$ cat config.mk
export PLATFORM = sky130hd
export DESIGN_NAME = uart_rx_wakeup
export DESIGN_NICKNAME = d
export VERILOG_FILES = /design/src/rtl/uart_wake_pkg.sv /design/src/rtl/uart_wake_detect.sv /design/src/rtl/uart_rwu_state.sv /design/src/rtl/uart_sticky_flag.sv /design/src/rtl/uart_rx_wakeup.sv
export SDC_FILE = /design/constraint.sdc
export NUM_CORES = 1
export LEC_CHECK = 0
export ABC_AREA = 1
export CAP_MARGIN = 20
export CELL_PAD_IN_SITES_DETAIL_PLACEMENT = 2
export CELL_PAD_IN_SITES_GLOBAL_PLACEMENT = 2
export CORE_MARGIN = 2
export CORE_UTILIZATION = 12
export CTS_CLUSTER_DIAMETER = 120
export DETAILED_ROUTE_END_ITERATION = 8
export GPL_ROUTABILITY_DRIVEN = 0
export PLACE_DENSITY_LB_ADDON = 0.1
export SYNTH_ARGS = -nofsm -noshare
export SYNTH_HDL_FRONTEND = slang
export SYNTH_HIERARCHICAL = 1
export SYNTH_SLANG_ARGS = --single-unit
$ cat constraint.sdc
create_clock -name clk_i -period 0.86 [get_ports clk_i]
set_clock_uncertainty 0.15 [all_clocks]
set_input_delay 0.215 -clock clk_i [delete_from_list [all_inputs] [get_ports clk_i]]
set_output_delay 0.215 -clock clk_i [all_outputs]
set_load 0.01 [all_outputs]
$ cat src/rtl/uart_wake_pkg.sv
package uart_wake_pkg;
  typedef enum logic {
    WAKE_IDLE = 1'b0,
    WAKE_ADDR = 1'b1
  } wake_mode_e;

  localparam int unsigned NUM_FLAGS = 2;
  localparam int unsigned FLAG_RDF  = 0;
  localparam int unsigned FLAG_IDLE = 1;
endpackage

$ cat src/rtl/uart_wake_detect.sv
module uart_wake_detect
  import uart_wake_pkg::*;
(
  input  logic       rx_en_i,
  input  logic       loop_mode_i,
  input  wake_mode_e mode_i,
  input  logic       rwu_i,
  input  logic       idle_det_i,
  input  logic       char_done_i,
  input  logic       char_msb_i,
  output logic       wake_o,
  output logic       char_accept_o,
  output logic       idle_accept_o
);
  logic line_live, idle_ev, char_ev, addr_mark;

  // external line only counts when enabled and not looped back
  assign line_live = rx_en_i & ~loop_mode_i;
  assign idle_ev   = line_live & idle_det_i;
  assign char_ev   = line_live & char_done_i;
  assign addr_mark = (mode_i == WAKE_ADDR) & char_ev & char_msb_i;

  always_comb begin
    wake_o = 1'b0;
    if (rwu_i) begin
      unique case (mode_i)
        WAKE_IDLE: wake_o = idle_ev;
        WAKE_ADDR: wake_o = addr_mark;
        default:   wake_o = 1'b0;
      endcase
    end
  end

  // waking address character is delivered; waking idle is not flagged
  assign char_accept_o = char_ev & (~rwu_i | addr_mark);
  assign idle_accept_o = idle_ev & ~rwu_i;
endmodule

$ cat src/rtl/uart_rwu_state.sv
module uart_rwu_state (
  input  logic clk_i,
  input  logic rst_ni,
  input  logic set_i,
  input  logic wake_i,
  output logic rwu_o
);
  logic rwu_q;

  always_ff @(posedge clk_i or negedge rst_ni) begin
    if (!rst_ni)     rwu_q <= 1'b0;
    else if (set_i)  rwu_q <= 1'b1;   // software request beats wake
    else if (wake_i) rwu_q <= 1'b0;
  end

  assign rwu_o = rwu_q;

  p_enter_r2: assert property (@(posedge clk_i) disable iff (!rst_ni)
    set_i |=> rwu_q);
  p_set_wins_r11: assert property (@(posedge clk_i) disable iff (!rst_ni)
    (set_i && wake_i) |=> rwu_q);
  p_wake_clears_r3: assert property (@(posedge clk_i) disable iff (!rst_ni)
    (wake_i && !set_i) |=> !rwu_q);
  p_hold_r4: assert property (@(posedge clk_i) disable iff (!rst_ni)
    (rwu_q && !wake_i) |=> rwu_q);
endmodule

$ cat src/rtl/uart_sticky_flag.sv
module uart_sticky_flag (
  input  logic clk_i,
  input  logic rst_ni,
  input  logic set_i,
  input  logic clr_i,
  output logic q_o
);
  logic q_q;

  always_ff @(posedge clk_i or negedge rst_ni) begin
    if (!rst_ni)     q_q <= 1'b0;
    else if (set_i)  q_q <= 1'b1;
    else if (clr_i)  q_q <= 1'b0;
  end

  assign q_o = q_q;

  p_set_beats_clr_r10: assert property (@(posedge clk_i) disable iff (!rst_ni)
    set_i |=> q_q);
  p_clr_r10: assert property (@(posedge clk_i) disable iff (!rst_ni)
    (clr_i && !set_i) |=> !q_q);
endmodule

$ cat src/rtl/uart_rx_wakeup.sv
module uart_rx_wakeup
  import uart_wake_pkg::*;
(
  input  logic clk_i,
  input  logic rst_ni,
  input  logic rx_en_i,
  input  logic loop_mode_i,
  input  logic wake_sel_i,
  input  logic rwu_set_i,
  input  logic idle_ie_i,
  input  logic idle_det_i,
  input  logic char_done_i,
  input  logic char_msb_i,
  input  logic rdf_clr_i,
  input  logic idle_clr_i,
  output logic rwu_o,
  output logic flag_gate_o,
  output logic rdf_o,
  output logic idle_flag_o,
  output logic idle_irq_o
);
  wake_mode_e           mode;
  logic                 rwu_q, wake, char_acc, idle_acc;
  logic [NUM_FLAGS-1:0] flag_set, flag_clr, flag_q;

  assign mode = wake_mode_e'(wake_sel_i);

  uart_wake_detect u_detect (
    .rx_en_i       (rx_en_i),
    .loop_mode_i   (loop_mode_i),
    .mode_i        (mode),
    .rwu_i         (rwu_q),
    .idle_det_i    (idle_det_i),
    .char_done_i   (char_done_i),
    .char_msb_i    (char_msb_i),
    .wake_o        (wake),
    .char_accept_o (char_acc),
    .idle_accept_o (idle_acc)
  );

  uart_rwu_state u_rwu (
    .clk_i  (clk_i),
    .rst_ni (rst_ni),
    .set_i  (rwu_set_i),
    .wake_i (wake),
    .rwu_o  (rwu_q)
  );

  assign flag_set[FLAG_RDF]  = char_acc;
  assign flag_set[FLAG_IDLE] = idle_acc;
  assign flag_clr[FLAG_RDF]  = rdf_clr_i;
  assign flag_clr[FLAG_IDLE] = idle_clr_i;

  for (genvar g = 0; g < NUM_FLAGS; g++) begin : g_flag
    uart_sticky_flag u_flag (
      .clk_i  (clk_i),
      .rst_ni (rst_ni),
      .set_i  (flag_set[g]),
      .clr_i  (flag_clr[g]),
      .q_o    (flag_q[g])
    );
  end

  assign rwu_o       = rwu_q;
  assign flag_gate_o = rwu_q;
  assign rdf_o       = flag_q[FLAG_RDF];
  assign idle_flag_o = flag_q[FLAG_IDLE];
  assign idle_irq_o  = flag_q[FLAG_IDLE] & idle_ie_i;

  p_idle_suppressed_r6: assert property (@(posedge clk_i) disable iff (!rst_ni)
    (rwu_q && !flag_q[FLAG_IDLE]) |=> !flag_q[FLAG_IDLE]);
  p_line_off_r8: assert property (@(posedge clk_i) disable iff (!rst_ni)
    ((!rx_en_i || loop_mode_i) && !rwu_set_i && rwu_q) |=> rwu_q);
  p_off_no_rdf_r8: assert property (@(posedge clk_i) disable iff (!rst_ni)
    ((!rx_en_i || loop_mode_i) && !flag_q[FLAG_RDF]) |=> !flag_q[FLAG_RDF]);
  p_irq_needs_flag_r9: assert property (@(posedge clk_i) disable iff (!rst_ni)
    idle_irq_o |-> (flag_q[FLAG_IDLE] && idle_ie_i));
endmodule

* After elaboration in Yosys (flattened, before gate mapping) *
Index checks and enable logic that the tools add are counted.

operators by class
  reduce and logical (&&, ||, !) cells = 3
  bitwise operators = 12
  multiplexer cells = 8

operators with widths
  kind               number
  $and 1x1->1        8
  $mux 1             7
  $reduce_bool 2->1  3
  $not 1->1          3
  $pmux 1 s2         1
  $or 1x1->1         1

storage, ports and cells
  output and inout port bits = 5
  flip-flop bits (word level) = 3
  logic and storage cells = 26

* Depth between registers and ports, before layout *
Gate-level depths: netlist (run 1).

  depth after elaboration = 9
  gate-level depth with buffers = 7
  gate-level depth less buffers = 7

* Hierarchy *
The synthesis (run 1) kept the hierarchy.

modules (own cells, without submodules)
  module            area each (µm²)  times used  cells an instance
  uart_sticky_flag  40.0             2           5
  uart_wake_detect  78.8             1           14
  uart_rwu_state    40.0             1           5
  uart_rx_wakeup    15.0             1           3

* Worst setup path before layout (run 1) *
OpenSTA, ideal clock, no wires.

  path kind = register -> register
  start point = register u_rwu.rwu_q, in the netlist u_rwu/rwu_o
  end point = register u_rwu.rwu_q, in the netlist u_rwu/rwu_o
  path slack = -0.135 ns
  data arrival time = 0.728 ns
  cell stages (with the launch flop) = 6
  setup time = 0.117 ns
  cells stage by stage = dfrtp_1 inv_1 a21oi_2 inv_1 nand2_1 nand2_1

on the way
  word-level cells in the longest chain between the ends = 2

ends and longest elaborated chain
  what                                line                    text
  start, declared                     uart_rwu_state.sv:8     logic rwu_q;
  start signal, assigned              uart_rwu_state.sv:11    if (!rst_ni) rwu_q <= 1'b0;
  start signal, assigned              uart_rwu_state.sv:12    else if (set_i) rwu_q <= 1'b1;
  start signal, assigned              uart_rwu_state.sv:13    else if (wake_i) rwu_q <= 1'b0;
  $mux 1                              uart_wake_detect.sv:25  if (rwu_i) begin
  via wake                            uart_rx_wakeup.sv:23    logic rwu_q, wake, char_acc, idle_acc;
  $reduce_bool 2->1 (no source line)  -

The timed path passes the listed nets, and every way through them passes these cells.
A chain may end at the register's enable or synchronous reset.

* Final worst setup path (run 1) *
  start point = register g_flag[1].u_flag.q_q
  end point = output idle_irq_o

on the way
  word-level cells in the longest chain between the ends = 1

ends and longest elaborated chain
  what                    line                    text
  start, declared         uart_sticky_flag.sv:8   logic q_q;
  start signal, assigned  uart_sticky_flag.sv:11  if (!rst_ni) q_q <= 1'b0;
  start signal, assigned  uart_sticky_flag.sv:12  else if (set_i) q_q <= 1'b1;
  start signal, assigned  uart_sticky_flag.sv:13  else if (clr_i) q_q <= 1'b0;
  $and 1x1->1             uart_rx_wakeup.sv:68    assign idle_irq_o = flag_q[FLAG_IDLE] & idle_ie_i;
  end, declared           uart_rx_wakeup.sv:20    output logic idle_irq_o

Every way passes these cells.

==> summary.log, run 1 <==
qor: outcome.outcome finished, violations left
qor: outcome.violations setup timing
qor: synth.synthesis.area 214 um^2
qor: finish.finalCoreUtilization 26.2%
qor: sta.worst_slack -0.346 ns
qor: setup_path.timing.critical_path.to_type primary output
qor: sta.timing.slew.headroom 89.9%
qor: floorplanning.dieHeight 46.2 um
qor: grt.grt_util_all_layers 7.58%
qor: setup_path.arrival_worst_endpoint 0.84 ns
qor: placement.dpl.cell_count 73
qor: power_and_ir_drop.internal_power 0.386 mW
qor: cts.numCtsBuffers 3
qor: power_and_ir_drop.switching_share 24.3%
qor: setup_path.buf_inv_on_cp 2
qor: power_and_ir_drop.pwr-share-seq 30.3%
qor: setup_path.worst-path-max-fanout 3
qor: routing.drc 0
qor: finish.layout_common_cells 9 x sky130_fd_sc_hd__nand2_1, 8 x sky130_fd_sc_hd__inv_1, 7 x sky130_fd_sc_hd__dlygate4sd2_1
qor: sta.timing.final.crit_share 140%
qor: finish.areaGrowthSynthToFinish 109%
qor: placement.detailedPlace.worstSlack -0.816 ns
qor: cts.clockRootBuffer sky130_fd_sc_hd__clkbuf_4
qor: sta.final_hold_viol_count 0
qor: finish.final_nets 67
qor: sta.period_minus_slack 1.21 ns
qor: finish.multi_input_area 96.3 um^2
qor: synth.yosysSeqAreaShare 35.1%
qor: power_and_ir_drop.comb_power_share 21.8%
qor: setup_path.timing.critical_path.cells nand2_1 > inv_2 > buf_6
qor: power_and_ir_drop.p_per_cell_area 1140 nW/um^2
qor: finish.stdcell_area 447 um^2
qor: floorplanning.floorplan.initialDensity 12.5%
qor: synth.synthesis.instances 32
qor: routing.dr_total_vias 267
qor: finish.seq_area 76.3 um^2
qor: flow_run.max_capacitance_violation_count 0
qor: synth.syn_area_per_cell 6.69 um^2
qor: sta.finalHoldWorstSlack 0.0205 ns
qor: cts.number_of_buffers_added_to_fix_hold_violations_after_cts 0
qor: finish.drive_gt1_share 40.7%
qor: sta.tns -1.90 ns
qor: hold_path.worstHoldPathType input port to asynchronous set/reset pin
qor: cts.tritoncts_num_sinks 3
qor: grt.grt_max_degree 5
qor: sta.grt_setup_unrepaired true
qor: synth.syn-num-nets 44
qor: setup_path.crit_path_top_delay_cell sky130_fd_sc_hd__dfrtp_1
qor: routing.finalWirelength 733 um
qor: floorplanning.area_enclosed_by_the_die_boundary 2140 um^2
qor: grt.initial_antenna_violation_count 0
qor: floorplanning.num_rows 15
qor: finish.antenna_cells 0
qor: setup_path.timing.setup.critical_path_class flop to primary output
qor: synth.yosys_warnings 6
qor: floorplanning.die_w 46.2 um
qor: cts.clock_tree.buffer_depth 2
qor: cts.path_clk_slew 0.04 ns
qor: setup_path.critical_path.top_delay_family flip-flops
qor: placement.detailedPlacementHpwl 605 um
qor: cts.h-tree-depth 1
qor: sta.worst_slew_pin_slew 0.151 ns
qor: finish.layout_commonest_cell sky130_fd_sc_hd__nand2_1
qor: setup_path.critical_path_required 0.49 ns
qor: cts.clock_latency 0.23 ns
qor: placement.numPortBuffers 16
qor: routing.via_per_inst 3.38
qor: synth.synthDistinctLibCells 10
qor: routing.routed_wire_length_per_instance 9.28 um
qor: setup_path.timing.critical_path.slowest_cell_delay 0.38 ns
qor: setup_path.startpoint_type flop
qor: sta.setup_viol_count_final 8
qor: power_and_ir_drop.power.total 0.510 mW
qor: routing.drtPass1Iterations 1
qor: placement.dpl-instance-area 407 um^2
qor: finish.final_cells 79
qor: cts.cts_tree yes
qor: routing.ant_nets 0
qor: grt.grt_overflow_total 0
qor: routing.detail_route.iter0.violations 0
qor: power_and_ir_drop.pwr-share-clk 48.0%
qor: finish.nFillCells 208
qor: sta.timing_max_transition_violations_final 0
qor: power_and_ir_drop.p_sw 0.124 mW
qor: power_and_ir_drop.leakage 0.241 nW
qor: grt.first_pass_grt_wire_length 1100 um
qor: synth.number_of_synthesized_register_bits 3
qor: floorplanning.core-area 1710 um^2
qor: power_and_ir_drop.power.ir.vdd_worst 0.000406 V
qor: floorplanning.ioPinCount 17
qor: sta.max_freq 829 MHz
qor: grt.grt_pass1_vias 288
## logic make-up (layout without fill, tap and decap cells)
group	after synthesis	count (layout)	share of synthesized area [%]
and+or+nand+nor	14	14	32.2
AOI/OAI and AO/OA	2	2	8.19
DFF	3	3	35.1
buffers and inverters	13	35	24.6
## final cells by class
class / count / area share (%)
tap: 25 / 7.00
multi-input combinational: 16 / 21.6
sequential: 3 / 17.1
inverter: 12 / 10.1
timing repair buffer: 19 / 38.4
clock buffer: 4 / 5.88
## worst paths after layout
check,from,end,slack [ns],cells past startpoint
max,g_flag[1].u_flag/q_o$_DFFE_PN0P_,idle_irq_o,-0.35,3
min,rst_ni,g_flag[1].u_flag/q_o$_DFFE_PN0P_,0.02,1
max reg2reg,u_rwu/rwu_o$_DFFE_PN0P_,u_rwu/rwu_o$_DFFE_PN0P_,-0.21,6
min reg2reg,g_flag[0].u_flag/q_o$_DFFE_PN0P_,g_flag[0].u_flag/q_o$_DFFE_PN0P_,0.33,2
max in group asynchronous,rst_ni,u_rwu/rwu_o$_DFFE_PN0P_,0.38,1
min in group clk_i,g_flag[0].u_flag/q_o$_DFFE_PN0P_,g_flag[0].u_flag/q_o$_DFFE_PN0P_,0.33,2
## worst reg2reg max path: cells and delay by family, from the launching register on
kind | cells | cell delay, ns
AOI/OAI and AO/OA | 1 | 0.09
buffers and inverters | 3 | 0.21
DFF | 1 | 0.41
and+or+nand+nor | 2 | 0.10
## repair_timing
| action | 4_1_cts | 5_1_grt |
|---|---|---|
| setup endpoints to repair | 8 | 8 |
| pin swaps | 8 | 2 |
| setup buffers | 1 | 1 |
| gates resized for setup | 32 | 3 |
## sequential cells by signal, indices dropped and copies added, names as in the netlist
register           flops
u_rwu/rwu_o            1
g_flag.u_flag/q_o      2
## synthesized netlist by cell type
library cell,count,area share [%]
sky130_fd_sc_hd__inv_2,1,1.8
sky130_fd_sc_hd__inv_1,11,19
sky130_fd_sc_hd__nand4_1,1,2.9
sky130_fd_sc_hd__nor2_1,1,1.8
sky130_fd_sc_hd__nand3_2,1,4.7
sky130_fd_sc_hd__buf_4,1,3.5
sky130_fd_sc_hd__nand2_1,10,18
sky130_fd_sc_hd__dfrtp_1,3,35
sky130_fd_sc_hd__nor2_4,1,5.3
sky130_fd_sc_hd__a21oi_2,2,8.2
## power groups by stage
stage               Sequential (mW)  Combinational (mW)  Clock [mW]
CTS                           0.155               0.110       0.255
finish                        0.154               0.111       0.244
global route                  0.155               0.122       0.262
detailed placement            0.157               0.116           0
global placement              0.157               0.111           0
floorplan                     0.159              0.0330           0
## metal layers
metal | global-route usage [%] | wire length (um) | up-vias | part of all wire, %
li1 | - | - | 134 | -
met1 | 7.71 | 290 | 125 | 40
met2 | 13.9 | 418 | 8 | 57
met3 | 2.35 | 24 | 0 | 3.3
met4 | 3.43 | 0 | 0 | 0
met5 | 0 | 0 | - | 0
Note: power is estimated with default switching activity, not from simulation.
==> inputs of run 2 (changes only) <==
Settings changed: ABC_CLOCK_PERIOD_IN_PS set to 1300, CORE_UTILIZATION 12 to 13, SKIP_CTS_REPAIR_TIMING set to 1.
Clock period 0.86 ns to 1.3 ns, I/O delays scaled along.
==> run 2 against run 1 <==
The flow still finishes with violations (setup timing); routed wire length is 17% lower; worst setup slack better by 0.34 ns; power is 33% lower; flip-flop and latch count stayed put; via count is 1.1% higher; die area is 7.0% lower; non-clock buffer count stayed put; critical path depth stayed put; hold slack better by 0.10 ns.
==> summary.log, run 2 (synthesis results as in run 1) <==
qor: power_and_ir_drop.power.ir.vdd_worst 0.000236 V
qor: routing.routed_wire_length_per_instance 8.74 um
qor: grt.first_pass_grt_wire_length 1030 um
qor: setup_path.worst_r2r_path_depth 6
qor: placement.detailedPlacementHpwl 537 um
qor: placement.numPortBuffers 16
qor: sta.max_freq 763 MHz
qor: flow_run.max_capacitance_violation_count 0
qor: routing.dr_total_vias 270
qor: sta.finalHoldWorstSlack 0.121 ns
qor: outcome.outcome finished, violations left
qor: cts.numCtsBuffers 3
qor: cts.path_clk_slew 0.04 ns
qor: routing.drtPass1Iterations 4
qor: placement.detailedPlace.worstSlack -0.564 ns
qor: sta.setup_viol_count_final 1
qor: setup_path.arrival_worst_endpoint 0.83 ns
qor: cts.clock_tree.buffer_depth 2
qor: sta.period_minus_slack 1.31 ns
qor: floorplanning.floorplan.initialDensity 14.0%
qor: finish.final_nets 67
qor: setup_path.r2r-end u_rwu/rwu_o$_DFFE_PN0P_
qor: setup_path.critical_path_required 0.82 ns
qor: grt.grt_pass1_vias 290
qor: floorplanning.area_enclosed_by_the_die_boundary 1990 um^2
qor: floorplanning.dieHeight 44.6 um
qor: setup_path.startpoint_type flop
qor: sta.grt_setup_unrepaired true
qor: hold_path.worstHoldPathType input port to asynchronous set/reset pin
qor: routing.finalWirelength 612 um
qor: floorplanning.num_rows 14
qor: sta.tns -0.00990 ns
qor: power_and_ir_drop.p_per_cell_area 776 nW/um^2
qor: outcome.violations setup timing
qor: grt.grt_util_all_layers 7.51%
qor: cts.clockRootBuffer sky130_fd_sc_hd__clkbuf_4
qor: routing.detail_route.iter0.violations 1
qor: floorplanning.core-area 1520 um^2
qor: grt.grt_overflow_total 0
qor: grt.initial_antenna_violation_count 0
qor: finish.areaGrowthSynthToFinish 105%
qor: power_and_ir_drop.power.total 0.340 mW
qor: routing.drc 0
qor: routing.via_per_inst 3.86
qor: sta.timing.final.crit_share 101%
qor: finish.layout_common_cells 11 x sky130_fd_sc_hd__inv_1, 10 x sky130_fd_sc_hd__nand2_1, 7 x sky130_fd_sc_hd__dlymetal6s2s_1, 6 x sky130_fd_sc_hd__clkdlybuf4s50_1
qor: cts.cts_tree yes
qor: power_and_ir_drop.leakage 0.307 nW
qor: sta.timing_max_transition_violations_final 0
qor: finish.drive_gt1_share 25.9%
qor: setup_path.timing.critical_path.to_type primary output
qor: cts.clock_latency 0.23 ns
qor: floorplanning.ioPinCount 17
qor: cts.h-tree-depth 1
qor: sta.worst_slack -0.00990 ns
qor: finish.flip_flop_count_of_the_largest_register_all_copies_and_words_added 2
qor: setup_path.worst_r2r_startpoint u_rwu/rwu_o$_DFFE_PN0P_
qor: sta.final_hold_viol_count 0
qor: sta.timing.slew.headroom 89.7%
qor: setup_path.timing.setup.critical_path_class flop to primary output
qor: setup_path.ff2ff_setup_slack 0.27 ns
qor: routing.ant_nets 0
qor: sta.worst_slew_pin_slew 0.154 ns
qor: floorplanning.die_w 44.6 um
qor: grt.grt_max_degree 5
qor: cts.tritoncts_num_sinks 3
qor: finish.layout_commonest_cell sky130_fd_sc_hd__inv_1
qor: finish.antenna_cells 0
qor: setup_path.worst-path-max-fanout 3
-- run 2: changes by cell type in the layout (fill, tap and decap cells not counted), moves of 2 or more --
cell and change:
sky130_fd_sc_hd__buf_6 -4, sky130_fd_sc_hd__inv_2 -3, sky130_fd_sc_hd__dlygate4sd2_1 -7, sky130_fd_sc_hd__dlymetal6s2s_1 +7, sky130_fd_sc_hd__inv_1 +3, sky130_fd_sc_hd__clkdlybuf4s50_1 +2, sky130_fd_sc_hd__clkbuf_2 +2
-- run 2: final cells by class --
cell class	count	area, um^2
Clock buffer	4	26.3
Fill cell	184	1090
Inverter	12	45.0
Multi-Input combinational cell	16	86.3
Sequential cell	3	75.1
Tap cell	16	20.0
Timing Repair Buffer	19	185
-- run 2: worst max-delay path, cell delays in order, from the launching register on --
cell	delay [ns]
sky130_fd_sc_hd__dfrtp_1	0.38
sky130_fd_sc_hd__nand2_1	0.06
sky130_fd_sc_hd__inv_1	0.03
sky130_fd_sc_hd__buf_2	0.12
-- run 2: worst max path at each step --
stage	startpoint	endpoint	depth (start not counted)
after floorplan	u_rwu/rwu_o$_DFFE_PN0P_	rwu_o	1
after global placement	idle_ie_i	idle_irq_o	4
after detailed placement	idle_ie_i	idle_irq_o	4
final	g_flag[1].u_flag/q_o$_DFFE_PN0P_	idle_irq_o	3
after global routing	g_flag[1].u_flag/q_o$_DFFE_PN0P_	idle_irq_o	3
after CTS	idle_ie_i	idle_irq_o	4
-- run 2: routing by layer --
metal / GRT usage, % / vias up / wire [um] / part of all wire (%)
li1: - / 132 / - / -
met4: 9.09 / 0 / 16 / 2.6
met1: 6.62 / 122 / 215 / 35
met5: 0 / - / 0 / 0
met2: 12.2 / 14 / 302 / 49
met3: 2.45 / 2 / 78 / 13
-- run 2: report_power, final --
group          switching (mW)  leakage [nW]  internal, mW  total [mW]
registers             0.00256        0.0368        0.0977       0.100
logic                  0.0281         0.255        0.0449      0.0730
clock network          0.0514        0.0150         0.115       0.167
-- run 2: metrics by stage --
step	std cells	util, %	cell area, um^2
2_1_floorplan	32	-	214
6_report	70	28.7	438
5_1_grt	70	28.7	438
4_1_cts	70	28.6	435
3_5_place_dp	66	26.8	409
3_3_place_gp	66	26.8	409
